$ cat config.mk
export PLATFORM = sky130hd
export DESIGN_NAME = scrub_sched
export DESIGN_NICKNAME = d
export VERILOG_FILES = /design/src/rtl/scrub_sched_pkg.sv /design/src/rtl/scrub_cfg_reg.sv /design/src/rtl/scrub_interval_timer.sv /design/src/rtl/scrub_sequencer.sv /design/src/rtl/scrub_sched.sv
export SDC_FILE = /design/constraint.sdc
export NUM_CORES = 1
export LEC_CHECK = 0
export BUFFER_PORTS_ARGS = -buffer_cell sky130_fd_sc_hd__buf_2
export CAP_MARGIN = 10
export CORE_MARGIN = 2
export CORE_UTILIZATION = 55
export CTS_CLUSTER_SIZE = 20
export DETAILED_ROUTE_END_ITERATION = 10
export GPL_TIMING_DRIVEN = 0
export HOLD_SLACK_MARGIN = 0.03
export PLACE_DENSITY_LB_ADDON = 0.2
export SYNTH_ARGS = -nofsm -noshare
export SYNTH_HDL_FRONTEND = slang
export SYNTH_SLANG_ARGS = --single-unit
$ cat constraint.sdc
create_clock -name clk -period 5.7 [get_ports clk]
set_clock_uncertainty 0.15 [all_clocks]
set_input_delay 1.14 -clock clk [delete_from_list [all_inputs] [get_ports clk]]
set_output_delay 1.14 -clock clk [all_outputs]
set_load 0.02 [all_outputs]
$ cat src/rtl/scrub_sched_pkg.sv
// Package: field widths, reset values and shared types of the scrub scheduler.
// Assumes the setting is packed as {bypass, lead, rate} from the MSB down.
package scrub_sched_pkg;
    localparam int RATE_W = 4;
    localparam int LEAD_W = 4;
    localparam int CFG_W  = RATE_W + LEAD_W + 1;

    localparam logic [RATE_W-1:0] RATE_RST = RATE_W'(7);
    localparam logic [LEAD_W-1:0] LEAD_RST = LEAD_W'(10);

    typedef struct packed {
        logic              bypass;
        logic [LEAD_W-1:0] lead;
        logic [RATE_W-1:0] rate;
    } scrub_cfg_t;

    typedef enum logic [1:0] {
        SQ_IDLE   = 2'd0,
        SQ_LEAD   = 2'd1,
        SQ_ACTIVE = 2'd2
    } seq_state_e;
endpackage

$ cat src/rtl/scrub_cfg_reg.sv
// Configuration register: a write access loads the setting from the address
// lines, a read access copies it to the data bus.
// Assumes addr[CFG_W] is the direction bit and ADDR_W == CFG_W + 1.
module scrub_cfg_reg
    import scrub_sched_pkg::*;
#(
    parameter int ADDR_W = CFG_W + 1,
    parameter int DATA_W = 32
) (
    input  logic              clk,
    input  logic              rst_n,
    input  logic              cfg_access,
    input  logic [ADDR_W-1:0] addr,
    output scrub_cfg_t        cfg,
    output logic              cfg_wr,
    output logic [DATA_W-1:0] rd_data
);
    localparam int DIR_BIT = CFG_W;
    localparam int PAD_W   = DATA_W - CFG_W;

    logic is_read;
    logic cfg_rd;

    // Decode the access direction from the address.
    always_comb begin
        is_read = addr[DIR_BIT];
        cfg_wr  = cfg_access && !is_read;
        cfg_rd  = cfg_access && is_read;
    end

    // Hold the setting; reload it from the address lines on a write.
    always_ff @(posedge clk) begin
        if (!rst_n) begin
            cfg.bypass <= 1'b0;
            cfg.lead   <= LEAD_RST;
            cfg.rate   <= RATE_RST;
        end else if (cfg_wr) begin
            cfg <= scrub_cfg_t'(addr[CFG_W-1:0]);
        end
    end

    // Capture the setting onto the data bus on a read, hold it otherwise.
    always_ff @(posedge clk) begin
        if (!rst_n) begin
            rd_data <= '0;
        end else if (cfg_rd) begin
            rd_data <= {{PAD_W{1'b0}}, cfg};
        end
    end

    // a read access leaves the stored setting untouched.
    a_r10_read_keeps_cfg: assert property (@(posedge clk) disable iff (!rst_n)
        cfg_rd |=> $stable(cfg));
endmodule

$ cat src/rtl/scrub_interval_timer.sv
// Interval timer: issues a one-cycle tick every 2^rate clock cycles.
// Assumes rate only changes together with restart, which clears the count.
module scrub_interval_timer #(
    parameter int RATE_W = 4
) (
    input  logic              clk,
    input  logic              rst_n,
    input  logic              restart,
    input  logic [RATE_W-1:0] rate,
    output logic              tick
);
    localparam int CNT_W = (1 << RATE_W) - 1;

    logic [CNT_W-1:0] cnt;
    logic [CNT_W-1:0] last;

    // Terminal count is 2^rate - 1, built as a low mask of rate ones.
    always_comb begin
        last = ~({CNT_W{1'b1}} << rate);
        tick = (cnt == last) && !restart;
    end

    // Count cycles of the period; wrap at the terminal count or on restart.
    always_ff @(posedge clk) begin
        if (!rst_n) begin
            cnt <= '0;
        end else if (restart || cnt == last) begin
            cnt <= '0;
        end else begin
            cnt <= cnt + 1'b1;
        end
    end

    // the count never runs past the terminal value of the active rate.
    a_r2_cnt_bounded: assert property (@(posedge clk) disable iff (!rst_n)
        cnt <= last);
endmodule

$ cat src/rtl/scrub_sequencer.sv
// Scrub sequencer: raises busy on a timer tick, counts the lead time, strobes
// scrub_start, waits for scrub_done, and serves one merged pending request.
// Assumes scrub_done is only meaningful after the strobe of the current scrub.
module scrub_sequencer
    import scrub_sched_pkg::*;
#(
    parameter int LW = LEAD_W
) (
    input  logic          clk,
    input  logic          rst_n,
    input  logic          tick,
    input  logic [LW-1:0] lead,
    input  logic          scrub_done,
    output logic          busy,
    output logic          scrub_start
);
    seq_state_e    state;
    logic [LW-1:0] lead_cnt;
    logic          pending;
    logic          done_ok;
    logic          lead_zero;

    // Completion counts only in the active phase and never on the strobe cycle.
    always_comb begin
        done_ok   = (state == SQ_ACTIVE) && scrub_done && !scrub_start;
        lead_zero = (lead == '0);
    end

    // Main sequence: idle, lead-time countdown, active scrub.
    always_ff @(posedge clk) begin
        if (!rst_n) begin
            state       <= SQ_IDLE;
            busy        <= 1'b0;
            scrub_start <= 1'b0;
            pending     <= 1'b0;
            lead_cnt    <= '0;
        end else begin
            scrub_start <= 1'b0;
            unique case (state)
                SQ_IDLE: begin
                    if (tick) begin
                        busy <= 1'b1;
                        if (lead_zero) begin
                            scrub_start <= 1'b1;
                            state       <= SQ_ACTIVE;
                        end else begin
                            lead_cnt <= lead;
                            state    <= SQ_LEAD;
                        end
                    end
                end
                SQ_LEAD: begin
                    if (tick) pending <= 1'b1;
                    if (lead_cnt == LW'(1)) begin
                        scrub_start <= 1'b1;
                        state       <= SQ_ACTIVE;
                    end else begin
                        lead_cnt <= lead_cnt - 1'b1;
                    end
                end
                SQ_ACTIVE: begin
                    if (done_ok) begin
                        if (pending || tick) begin
                            pending <= 1'b0;
                            if (lead_zero) begin
                                scrub_start <= 1'b1;
                            end else begin
                                lead_cnt <= lead;
                                state    <= SQ_LEAD;
                            end
                        end else begin
                            busy  <= 1'b0;
                            state <= SQ_IDLE;
                        end
                    end else if (tick) begin
                        pending <= 1'b1;
                    end
                end
                default: state <= SQ_IDLE;
            endcase
        end
    end

    // the strobe lasts a single cycle.
    a_r4_start_single: assert property (@(posedge clk) disable iff (!rst_n)
        scrub_start |=> !scrub_start);
    // the strobe only appears under busy.
    a_r4_start_under_busy: assert property (@(posedge clk) disable iff (!rst_n)
        scrub_start |-> busy);
    // busy only drops after a completion was presented.
    a_r5_busy_falls_on_done: assert property (@(posedge clk) disable iff (!rst_n)
        $fell(busy) |-> $past(scrub_done));
    // a zero lead strobes on the edge that raises busy.
    a_r3_zero_lead: assert property (@(posedge clk) disable iff (!rst_n)
        ($rose(busy) && ($past(lead) == '0)) |-> scrub_start);
    // a completion with a request pending keeps busy high.
    a_r6_pending_keeps_busy: assert property (@(posedge clk) disable iff (!rst_n)
        (done_ok && pending) |=> busy);
    // a completion while idle changes nothing.
    a_r11_idle_done_ignored: assert property (@(posedge clk) disable iff (!rst_n)
        ((state == SQ_IDLE) && scrub_done && !tick) |=> (!busy && !scrub_start));
endmodule

$ cat src/rtl/scrub_sched.sv
// Scrub scheduler top: configuration register, interval timer and sequencer.
// Assumes a 20 MHz clk so one lead step equals one clock cycle.
module scrub_sched
    import scrub_sched_pkg::*;
#(
    parameter int ADDR_W = CFG_W + 1,
    parameter int DATA_W = 32
) (
    input  logic              clk,
    input  logic              rst_n,
    input  logic              cfg_access,
    input  logic [ADDR_W-1:0] addr,
    input  logic              scrub_done,
    output logic [DATA_W-1:0] data_out,
    output logic              busy,
    output logic              scrub_start,
    output logic              bypass
);
    scrub_cfg_t cfg;
    logic       cfg_wr;
    logic       tick;

    scrub_cfg_reg #(
        .ADDR_W (ADDR_W),
        .DATA_W (DATA_W)
    ) u_cfg (
        .clk        (clk),
        .rst_n      (rst_n),
        .cfg_access (cfg_access),
        .addr       (addr),
        .cfg        (cfg),
        .cfg_wr     (cfg_wr),
        .rd_data    (data_out)
    );

    scrub_interval_timer #(
        .RATE_W (RATE_W)
    ) u_timer (
        .clk     (clk),
        .rst_n   (rst_n),
        .restart (cfg_wr),
        .rate    (cfg.rate),
        .tick    (tick)
    );

    scrub_sequencer #(
        .LW (LEAD_W)
    ) u_seq (
        .clk         (clk),
        .rst_n       (rst_n),
        .tick        (tick),
        .lead        (cfg.lead),
        .scrub_done  (scrub_done),
        .busy        (busy),
        .scrub_start (scrub_start)
    );

    // Bypass level comes straight from the stored setting.
    always_comb bypass = cfg.bypass;

    // a write makes bypass follow the written bit 8 on the next cycle.
    a_r9_bypass_from_write: assert property (@(posedge clk) disable iff (!rst_n)
        (cfg_access && !addr[CFG_W]) |=> (bypass == $past(addr[CFG_W-1])));
endmodule

==> results.py, run 1 <==
metrics = {
    "power_and_ir_drop": {
        "swShare_pct": 28.36,
        "p_clk_share_pct": 32.8,
        "p_leak_uw": 0.001184,
        "power_density_nw_per_um2": 205.0,
        "p_sw_uw": 166.6,
        "internal-power_uw": 420.9,
        "pwr-share-seq_pct": 52.4,
        "ir_drop_uv": 147.3,
        "comb_power_share_pct": 14.8,
    },
    "global_route": {
        "grt_pass1_wl_um": 8845,
        "antenna_found_initial": 0,
        "grt_max_degree": 15,
        "track_usage_pct": 21.42,
        "grt_pass1_vias": 2055,
        "grt.overflow.total": 0,
    },
    "clock_tree": {
        "clkTransAtPathRegs_ns": 0.09,
        "post_cts_resized": 0,
        "cts.path.max_buffers": 2,
        "clockRootBuffer": "clkbuf_8",
        "cts_buffers": 5,
        "cts_sinks": 42,
        "clock_latency_ns": 0.30,
        "hold_buffers": 0,
        "cts_tree": "built",
        "post_cts_buffers": 0,
        "h-tree-depth": 2,
    },
    "die": {
        "ios": 49,
        "die_width_um": 71.47,
        "die_y_um": 71.47,
        "die_area_um2": 5108,
        "core-area_um2": 4384,
        "initial_core_util_pct": 57.11,
        "row_count": 24,
    },
    "drt": {
        "routed_via_density": 5.365,
        "vias": 2307,
        "drt_pass1_iterations": 4,
        "drt-initial-drc-count": 87,
        "wl_per_cell_um": 12.27,
        "wl_um": 5276,
        "drc_errors": 0,
        "antenna_left": 0,
    },
    "placed_design": {
        "dp_cells": 422,
        "place_area_um2": 2776,
        "dpl.hpwl_um": 3952,
        "gp_congestion": 0.9138,
        "numPortBuffers": 25,
    },
    "sta": {
        "slew-limit-headroom_pct": 63.43,
        "max_freq_mhz": 415.8,
        "fin_hold_ws_ns": 0.3072,
        "rsz0062_at_grt": "false",
        "setup_viol": 0,
        "tns_ns": 0,
        "drv_slew": 0,
        "worst_slew_pin_slew_ns": 0.5486,
        "fin_crit_ns": 2.405,
        "fin_crit_sh_pct": 42.20,
        "hold_viol_final": 0,
    },
    "synth": {
        "ys_seq_area_share_pct": 33.58,
        "syn_area_um2": 2504,
        "synth_seq_cells": 42,
        "synth_edf_count": 0,
        "yosys-top-cells-area": "dfxtp_1 34%, buf_4 7.5%, nand2_1 6.7%",
        "yosys_warnings": 0,
        "postSynthAreaPerCell_um2": 7.751,
        "synth_top_cell_area_share_pct": 33.58,
        "synth_ff_type": "dfxtp_1",
        "synth_most_common_cell": "nand2_1",
        "synth_top_area_cell": "dfxtp_1",
        "yosysUniqueCellTypes": 51,
        "synthTopCellsByCount": "45 x nand2_1, 42 x dfxtp_1, 32 x nor2_1",
        "syn_inst": 323,
        "ys_async_sr_fraction_pct": 0,
    },
    "setup_path": {
        "crit_path_max_fanout": 7,
        "crit_family": "simple AND/OR/NAND/NOR gates",
        "critPathKind": "flop to flop",
        "r2r_slack_ns": 3.29,
        "slowest_delay_ns": 0.51,
        "cp-end-kind": "flop",
        "cp_cell_sequence": "inv_1 > ha_1 > nor4bb_1 > nor2_1 > o211ai_1 > nor2_1 > and4_1 > o211ai_1 > a31oi_1",
        "worstPathArrival_ns": 2.42,
        "r2r-start": "u_seq.state[1]",
        "critPathBufInv": 1,
        "r2r.worst_path.cells": 9,
        "startpoint_type": "flop",
        "worst_ep_required_time_ns": 5.72,
        "cpMaxStageDelayCell": "nor4bb_1",
        "r2r_end": "u_seq.lead_cnt[0]",
    },
    "cells_and_area": {
        "stdcell_area_um2": 2867,
        "multi_input_area_um2": 1425,
        "diodes": 0,
        "final_nets": 398,
        "nFillCells": 385,
        "final_layout_size_suffix_gt1_share_pct": 19.58,
        "synthToLayoutAreaGrowth_pct": 14.49,
        "final_util_pct": 65.38,
        "final_cells": 430,
        "layout.area.seq_um2": 840.8,
    },
    "run_status": {
        "outcome": "complete, no violations",
    },
    "worst_hold_path": {
        "hp-start": "u_cfg.rd_data[0]",
        "hold_depth": 2,
        "hp-class": "flop to flop",
        "holdPathEnd": "u_cfg.rd_data[0]",
    },
    "run": {
        "max-cap-violations": 0,
    },
}
-- power by group through the flow --
| stage | Combinational, uW | Sequential (uW) | Clock, uW |
|---|---|---|---|
| after floorplan | 65.1 | 317 | 0 |
| after global placement | 85.6 | 314 | 0 |
| after detailed placement | 86.4 | 314 | 0 |
| after CTS | 86.7 | 308 | 198 |
| final | 87.1 | 308 | 193 |
| after global routing | 96.0 | 309 | 209 |
-- stage by stage --
| stage | setup WS [ns] | total power (uW) |
|---|---|---|
| 2_1_floorplan | 3.369 | 381.9 |
| 4_1_cts | 3.328 | 592.3 |
| 5_1_grt | 3.027 | 614.4 |
| 3_3_place_gp | 3.058 | 400.0 |
| 6_report | 3.295 | 587.5 |
| 3_5_place_dp | 3.044 | 400.9 |
-- registers in the layout, indices dropped and copies added, names as in the netlist --
| register | cells |
|---|---|
| u_cfg.rd_data | 9 |
| u_timer.cnt | 15 |
| u_seq.lead_cnt | 4 |
| u_seq.busy | 1 |
| u_cfg.cfg | 9 |
| u_seq.state | 2 |
| u_seq.scrub_start | 1 |
| u_seq.pending | 1 |
-- layout by cell type (no fill, tap or decap), types with 3 or more instances in the layout --
| master | n |
|---|---|
| o211ai_1 | 6 |
| nand2b_1 | 3 |
| buf_2 | 29 |
| nand2_1 | 45 |
| and3_1 | 4 |
| conb_1 | 23 |
| nand4_1 | 3 |
| inv_1 | 14 |
| a211oi_2 | 4 |
| buf_6 | 3 |
| or4_1 | 3 |
| a31oi_1 | 4 |
| nand3_1 | 25 |
| nor2_1 | 32 |
| dfxtp_1 | 42 |
| o21ai_0 | 9 |
| xor2_1 | 6 |
| a21oi_1 | 26 |
| clkbuf_8 | 5 |
| nor2b_1 | 3 |
| nor3_1 | 5 |
| xnor2_1 | 10 |
| buf_4 | 25 |
| ha_1 | 7 |
| clkbuf_1 | 7 |
-- metal layers --
layer  wire, um  part of all wire [%]  GRT usage [%]
met4         62                   1.2          7.128
met5          0                     0              0
met2       2529                    48          35.91
met1       2440                    46          27.58
met3        243                   4.6          4.360
-- logic make-up after synthesis --
| logic type | after synthesis | share of synthesized area [%] |
|---|---|---|
| AND/OR/NAND/NOR | 134 | 24.99 |
| AO/OA/AOI/OAI | 69 | 18.99 |
| buffers and inverters | 53 | 12.79 |
| flip-flops | 42 | 33.58 |
| XOR/XNOR | 16 | 5.597 |
| adder cells (fa/ha/maj) | 7 | 3.498 |
| other | 1 | 0.1498 |
| multiplexers | 1 | 0.3998 |
-- worst reg2reg max path, delay by kind of cell (launching register included) --
kind / cells / cell delay, ns
AO/OA/AOI/OAI: 3 / 0.46
adder cells (fa/ha/maj): 1 / 0.28
buffers and inverters: 1 / 0.10
flip-flops: 1 / 0.36
AND/OR/NAND/NOR: 4 / 0.93
-- worst max path at each step --
| stage | start | endpoint | cells after the start |
|---|---|---|---|
| 3_5_place_dp | addr[9] | u_timer.cnt[10] | 6 |
| 6_report | u_seq.state[1] | u_seq.lead_cnt[0] | 9 |
| 5_1_grt | u_seq.state[1] | u_seq.lead_cnt[0] | 9 |
| 3_3_place_gp | addr[9] | u_timer.cnt[9] | 6 |
| 2_1_floorplan | scrub_done | u_seq.lead_cnt[2] | 6 |
| 4_1_cts | u_seq.state[1] | u_seq.lead_cnt[0] | 9 |
-- area by class of cell --
| class | instances | area share [%] |
|---|---|---|
| Inverter | 14 | 1.833 |
| Multi-Input combinational cell | 250 | 49.72 |
| Clock buffer | 5 | 2.401 |
| Buffer | 39 | 9.341 |
| Sequential cell | 42 | 29.33 |
| Tap cell | 52 | 2.270 |
| Timing Repair Buffer | 25 | 4.365 |
| Clock inverter | 3 | 0.7420 |
(Power assumes the default switching activity.)
==> inputs of run 2 (changes only) <==
CORE_UTILIZATION = 50   (was 55)
clock period = 2.1 ns   (was 5.7 ns; I/O delays follow)
==> results.py, run 2 (synthesized netlist as in run 1, its figures left out) <==
metrics = {
    "power_and_ir_drop": {
        "p_sw_uw": 452.4,
        "comb_power_share_pct": 17.3,
        "p_clk_share_pct": 30.7,
        "swShare_pct": 27.96,
        "internal-power_uw": 1165,
        "ir_drop_uv": 426.0,
        "p_leak_uw": 0.001260,
        "p_total_uw": 1618,
        "power_density_nw_per_um2": 509.6,
        "pwr-share-seq_pct": 52.0,
    },
    "cells_and_area": {
        "mostFrequentLayoutCell": "nand2_1",
        "largest_reg_flops": 15,
        "final_layout_size_suffix_gt1_share_pct": 29.87,
        "reg.largest.list": "u_timer.cnt x15, u_cfg.cfg x9, u_cfg.rd_data x9",
        "final_util_pct": 66.33,
        "nFillCells": 423,
        "final_cells": 452,
        "synthToLayoutAreaGrowth_pct": 26.79,
        "largest-register": "u_timer.cnt",
        "diodes": 0,
        "final_nets": 406,
        "final_cell_mix": "45 x nand2_1, 35 x dfxtp_1, 30 x nor2_1",
    },
    "drt": {
        "wl_um": 6143,
        "antenna_left": 0,
        "vias": 2348,
        "wl_per_cell_um": 13.59,
        "drt-initial-drc-count": 118,
        "drc_errors": 0,
        "routed_via_density": 5.195,
        "drt_pass1_iterations": 5,
    },
    "run_status": {
        "outcome": "finished, violations left",
        "violations": "negative setup slack",
    },
    "die": {
        "die_area_um2": 5589,
        "die_y_um": 74.76,
        "core-area_um2": 4786,
        "initial_core_util_pct": 52.31,
        "die_width_um": 74.76,
        "row_count": 25,
        "ios": 49,
    },
    "setup_path": {
        "crit_family": "simple AND/OR/NAND/NOR gates",
        "startpoint_type": "flop",
        "cp_cell_sequence": "or4_1 > a21oi_1 > nor3_2 > nor2_2 > and4_1 > buf_6 > o221ai_2 > o2bb2ai_1",
        "critPathBufInv": 1,
        "worst_ep_required_time_ns": 2.13,
        "crit_path_max_fanout": 7,
        "worstPathArrival_ns": 2.24,
        "cpMaxStageDelayCell": "or4_1",
        "critPathKind": "flop to flop",
        "slowest_delay_ns": 0.50,
        "cp-end-kind": "flop",
    },
    "sta": {
        "setup_ws_ns": -0.1091,
        "drv_slew": 0,
        "hold_viol_final": 0,
        "fin_crit_sh_pct": 105.2,
        "setup_viol": 21,
        "worst_slew_pin_slew_ns": 0.6194,
        "slew-limit-headroom_pct": 58.71,
        "fin_hold_ws_ns": 0.1868,
        "tns_ns": -1.436,
        "rsz0062_at_grt": "true",
        "fin_crit_ns": 2.209,
        "max_freq_mhz": 452.7,
    },
    "placed_design": {
        "dpl.hpwl_um": 4107,
        "gp_congestion": 0.8862,
        "numPortBuffers": 25,
        "dp_cells": 437,
    },
    "clock_tree": {
        "cts_buffers": 5,
        "hold_buffers": 0,
        "cts.path.max_buffers": 2,
        "cts_tree": "built",
        "clkTransAtPathRegs_ns": 0.07,
        "cts_sinks": 42,
        "clockRootBuffer": "clkbuf_8",
        "h-tree-depth": 2,
        "clock_latency_ns": 0.29,
    },
    "global_route": {
        "track_usage_pct": 21.53,
        "grt_pass1_vias": 2061,
        "antenna_found_initial": 0,
        "grt.overflow.total": 0,
        "grt_max_degree": 12,
        "grt_pass1_wl_um": 9418,
    },
    "worst_hold_path": {
        "hp-class": "primary input to flop",
    },
    "run": {
        "max-cap-violations": 0,
    },
}
-- run 2: cell types whose count changed in the layout (fill, tap and decap cells not counted), sizes merged --
cell	delta
buf	+8
clkinv	-2
clkbuf	+2
clkinvlp	-1
-- run 2: power by group through the flow --
stage | Sequential [uW] | Combinational (uW) | Clock (uW)
after floorplan | 860 | 177 | 0
after global placement | 854 | 232 | 0
after detailed placement | 855 | 235 | 0
after CTS | 838 | 250 | 502
after global routing | 844 | 304 | 523
final | 841 | 280 | 497
-- run 2: per-layer routing --
metal	wire length [um]	vias up	global-route usage [%]
met4	61	0	6.151
met1	2784	1088	27.72
met2	3080	55	36.87
met3	217	8	4.150
li1	-	1197	-
met5	0	-	0
-- run 2: cell type report --
| cell class | count | area (um2) | area share [%] |
|---|---|---|---|
| inverter | 14 | 52.55 | 1.656 |
| timing repair buffer | 34 | 207.7 | 6.543 |
| clock buffer | 7 | 76.32 | 2.404 |
| sequential | 42 | 854.6 | 26.92 |
| tap | 67 | 83.83 | 2.641 |
| buffer | 38 | 289.0 | 9.105 |
| multi-input combinational | 250 | 1610 | 50.73 |
-- run 2: worst paths after layout --
path               startpoint          endpoint  slack [ns]  cells past startpoint
max reg2reg      u_cfg.cfg[1]    u_seq.state[0]       -0.11                      8
max              u_cfg.cfg[1]    u_seq.state[0]       -0.11                      8
min                   addr[1]      u_cfg.cfg[1]        0.19                      3
min reg2reg  u_cfg.rd_data[0]  u_cfg.rd_data[0]        0.30                      2
-- run 2: metrics by stage --
stage / cell area, um2 / setup WS [ns]
final: 3174 / -0.1091
after global routing: 3174 / -0.2024
after CTS: 3007 / -0.05907
after detailed placement: 2795 / -0.2655
after global placement: 2795 / -0.2180
after floorplan: 2586 / 0.05239
-- run 2: what timing repair did --
action                     4_1_cts  5_1_grt
setup endpoints to repair       19       21
buffers inserted                 2        5
cloned                           0        2
gates resized for setup         33       32
pin swaps                       13       10
-- run 2: worst min-delay path, stage by stage --
cell,delay [ns]
buf_2,0.08
nand2_1,0.04
nand3_1,0.06
==> inputs of run 3 (changes only) <==
SKIP_LAST_GASP = 1   (was not set)
==> results.py, run 3 (synthesized netlist as in run 1, its figures left out) <==
metrics = {
    "run_status": {
        "outcome": "finished, violations left",
        "violations": "negative setup slack",
    },
    "global_route": {
        "grt_pass1_vias": 2061,
        "track_usage_pct": 21.53,
        "antenna_found_initial": 0,
        "grt_pass1_wl_um": 9418,
        "grt.overflow.total": 0,
        "grt_max_degree": 12,
    },
    "die": {
        "die_y_um": 74.76,
        "core-area_um2": 4786,
        "die_width_um": 74.76,
        "ios": 49,
        "initial_core_util_pct": 52.31,
        "row_count": 25,
        "die_area_um2": 5589,
    },
    "drt": {
        "wl_um": 6063,
        "routed_via_density": 5.215,
        "vias": 2357,
        "wl_per_cell_um": 13.41,
        "drc_errors": 0,
        "drt_pass1_iterations": 4,
        "antenna_left": 0,
        "drt-initial-drc-count": 117,
    },
    "clock_tree": {
        "clockRootBuffer": "clkbuf_8",
        "cts_sinks": 42,
        "cts_buffers": 5,
        "clock_latency_ns": 0.29,
        "h-tree-depth": 2,
        "cts_tree": "built",
        "cts.path.max_buffers": 2,
        "clkTransAtPathRegs_ns": 0.08,
    },
    "cells_and_area": {
        "stdcell_area_um2": 3129,
        "reg.largest.list": "u_timer.cnt x15, u_cfg.cfg x9, u_cfg.rd_data x9",
        "diodes": 0,
        "synthToLayoutAreaGrowth_pct": 24.99,
        "final_cell_mix": "45 x nand2_1, 36 x dfxtp_1, 32 x buf_4",
        "final_layout_size_suffix_gt1_share_pct": 28.31,
        "largest_reg_flops": 15,
        "final_nets": 406,
        "largest-register": "u_timer.cnt",
        "mostFrequentLayoutCell": "nand2_1",
    },
    "sta": {
        "max_freq_mhz": 455.9,
        "setup_viol": 21,
        "hold_viol_final": 0,
        "fin_hold_ws_ns": 0.1856,
        "drv_slew": 0,
        "setup_ws_ns": -0.09368,
        "rsz0062_at_grt": "true",
        "tns_ns": -1.230,
        "fin_crit_sh_pct": 104.5,
        "worst_slew_pin_slew_ns": 0.5797,
        "slew-limit-headroom_pct": 61.35,
        "fin_crit_ns": 2.194,
    },
    "power_and_ir_drop": {
        "ir_drop_uv": 423.0,
        "p_leak_uw": 0.001251,
        "power_density_nw_per_um2": 514.2,
        "p_total_uw": 1609,
    },
    "placed_design": {
        "numPortBuffers": 25,
        "dpl.hpwl_um": 4107,
        "gp_congestion": 0.8862,
        "pre_cts_ws_ns": -0.2655,
        "place_area_um2": 2795,
    },
    "run": {
        "max-cap-violations": 0,
    },
    "worst_hold_path": {
        "hp-class": "primary input to flop",
    },
    "setup_path": {
        "startpoint_type": "flop",
        "worstPathArrival_ns": 2.22,
        "cp-end-kind": "flop",
        "worst_ep_required_time_ns": 2.13,
        "crit_path_max_fanout": 7,
        "critPathKind": "flop to flop",
    },
}
==> run 3: layer usage <==
| metal | vias to the layer above | part of all wire [%] | GRT usage, % |
|---|---|---|---|
| met5 | - | 0 | 0 |
| met3 | 8 | 5.3 | 4.150 |
| met2 | 73 | 51 | 36.87 |
| li1 | 1192 | - | - |
| met4 | 0 | 0.91 | 6.151 |
| met1 | 1084 | 43 | 27.72 |
==> run 3: worst max-delay path, stage by stage, from the launching register on <==
cell       delay, ns
dfxtp_4         0.37
buf_6           0.13
or3b_4          0.39
a21oi_2         0.17
nor3_2          0.07
nor2_2          0.20
and4_1          0.22
buf_6           0.13
o221ai_2        0.11
o2bb2ai_1       0.15
==> run 3: report_power, final <==
| part | leakage (uW) | internal, uW | switching, uW | total, uW |
|---|---|---|---|---|
| Sequential | 0.000343 | 817 | 23.0 | 840 |
| Clock | 0.0000383 | 229 | 264 | 493 |
| Combinational | 0.000870 | 117 | 159 | 276 |
| Total | 0.00125 | 1160 | 446 | 1610 |
==> run 3: final cells by class <==
type	instances	area, um2
inverter	14	52.55
clock buffer	7	76.32
fill	433	1657
timing repair buffer	34	203.9
sequential	42	853.3
buffer	38	281.5
multi-input combinational	250	1578
tap	67	83.83
==> run 3: stage by stage <==
step	utilization, %	cells
floorplan	-	345
global placement	58.41	437
detailed placement	58.41	437
CTS	62.75	445
global route	65.39	452
finish	65.39	452
==> run 3: worst paths after layout <==
check | to | start | slack [ns] | cells past startpoint
setup / recovery | u_seq.state[0] | u_cfg.cfg[3] | -0.09 | 9
hold / removal | u_cfg.cfg[1] | addr[1] | 0.19 | 3
setup reg to reg | u_seq.state[0] | u_cfg.cfg[3] | -0.09 | 9
hold reg to reg | u_cfg.rd_data[0] | u_cfg.rd_data[0] | 0.30 | 2
==> run 3: timing repair <==
item                       in CTS  in global routing
setup buffers                   2                  5
pin swaps                      13                  7
cloned                          0                  2
hold buffers                    0                  0
gates resized for setup        32                 21
setup endpoints to repair      19                 21
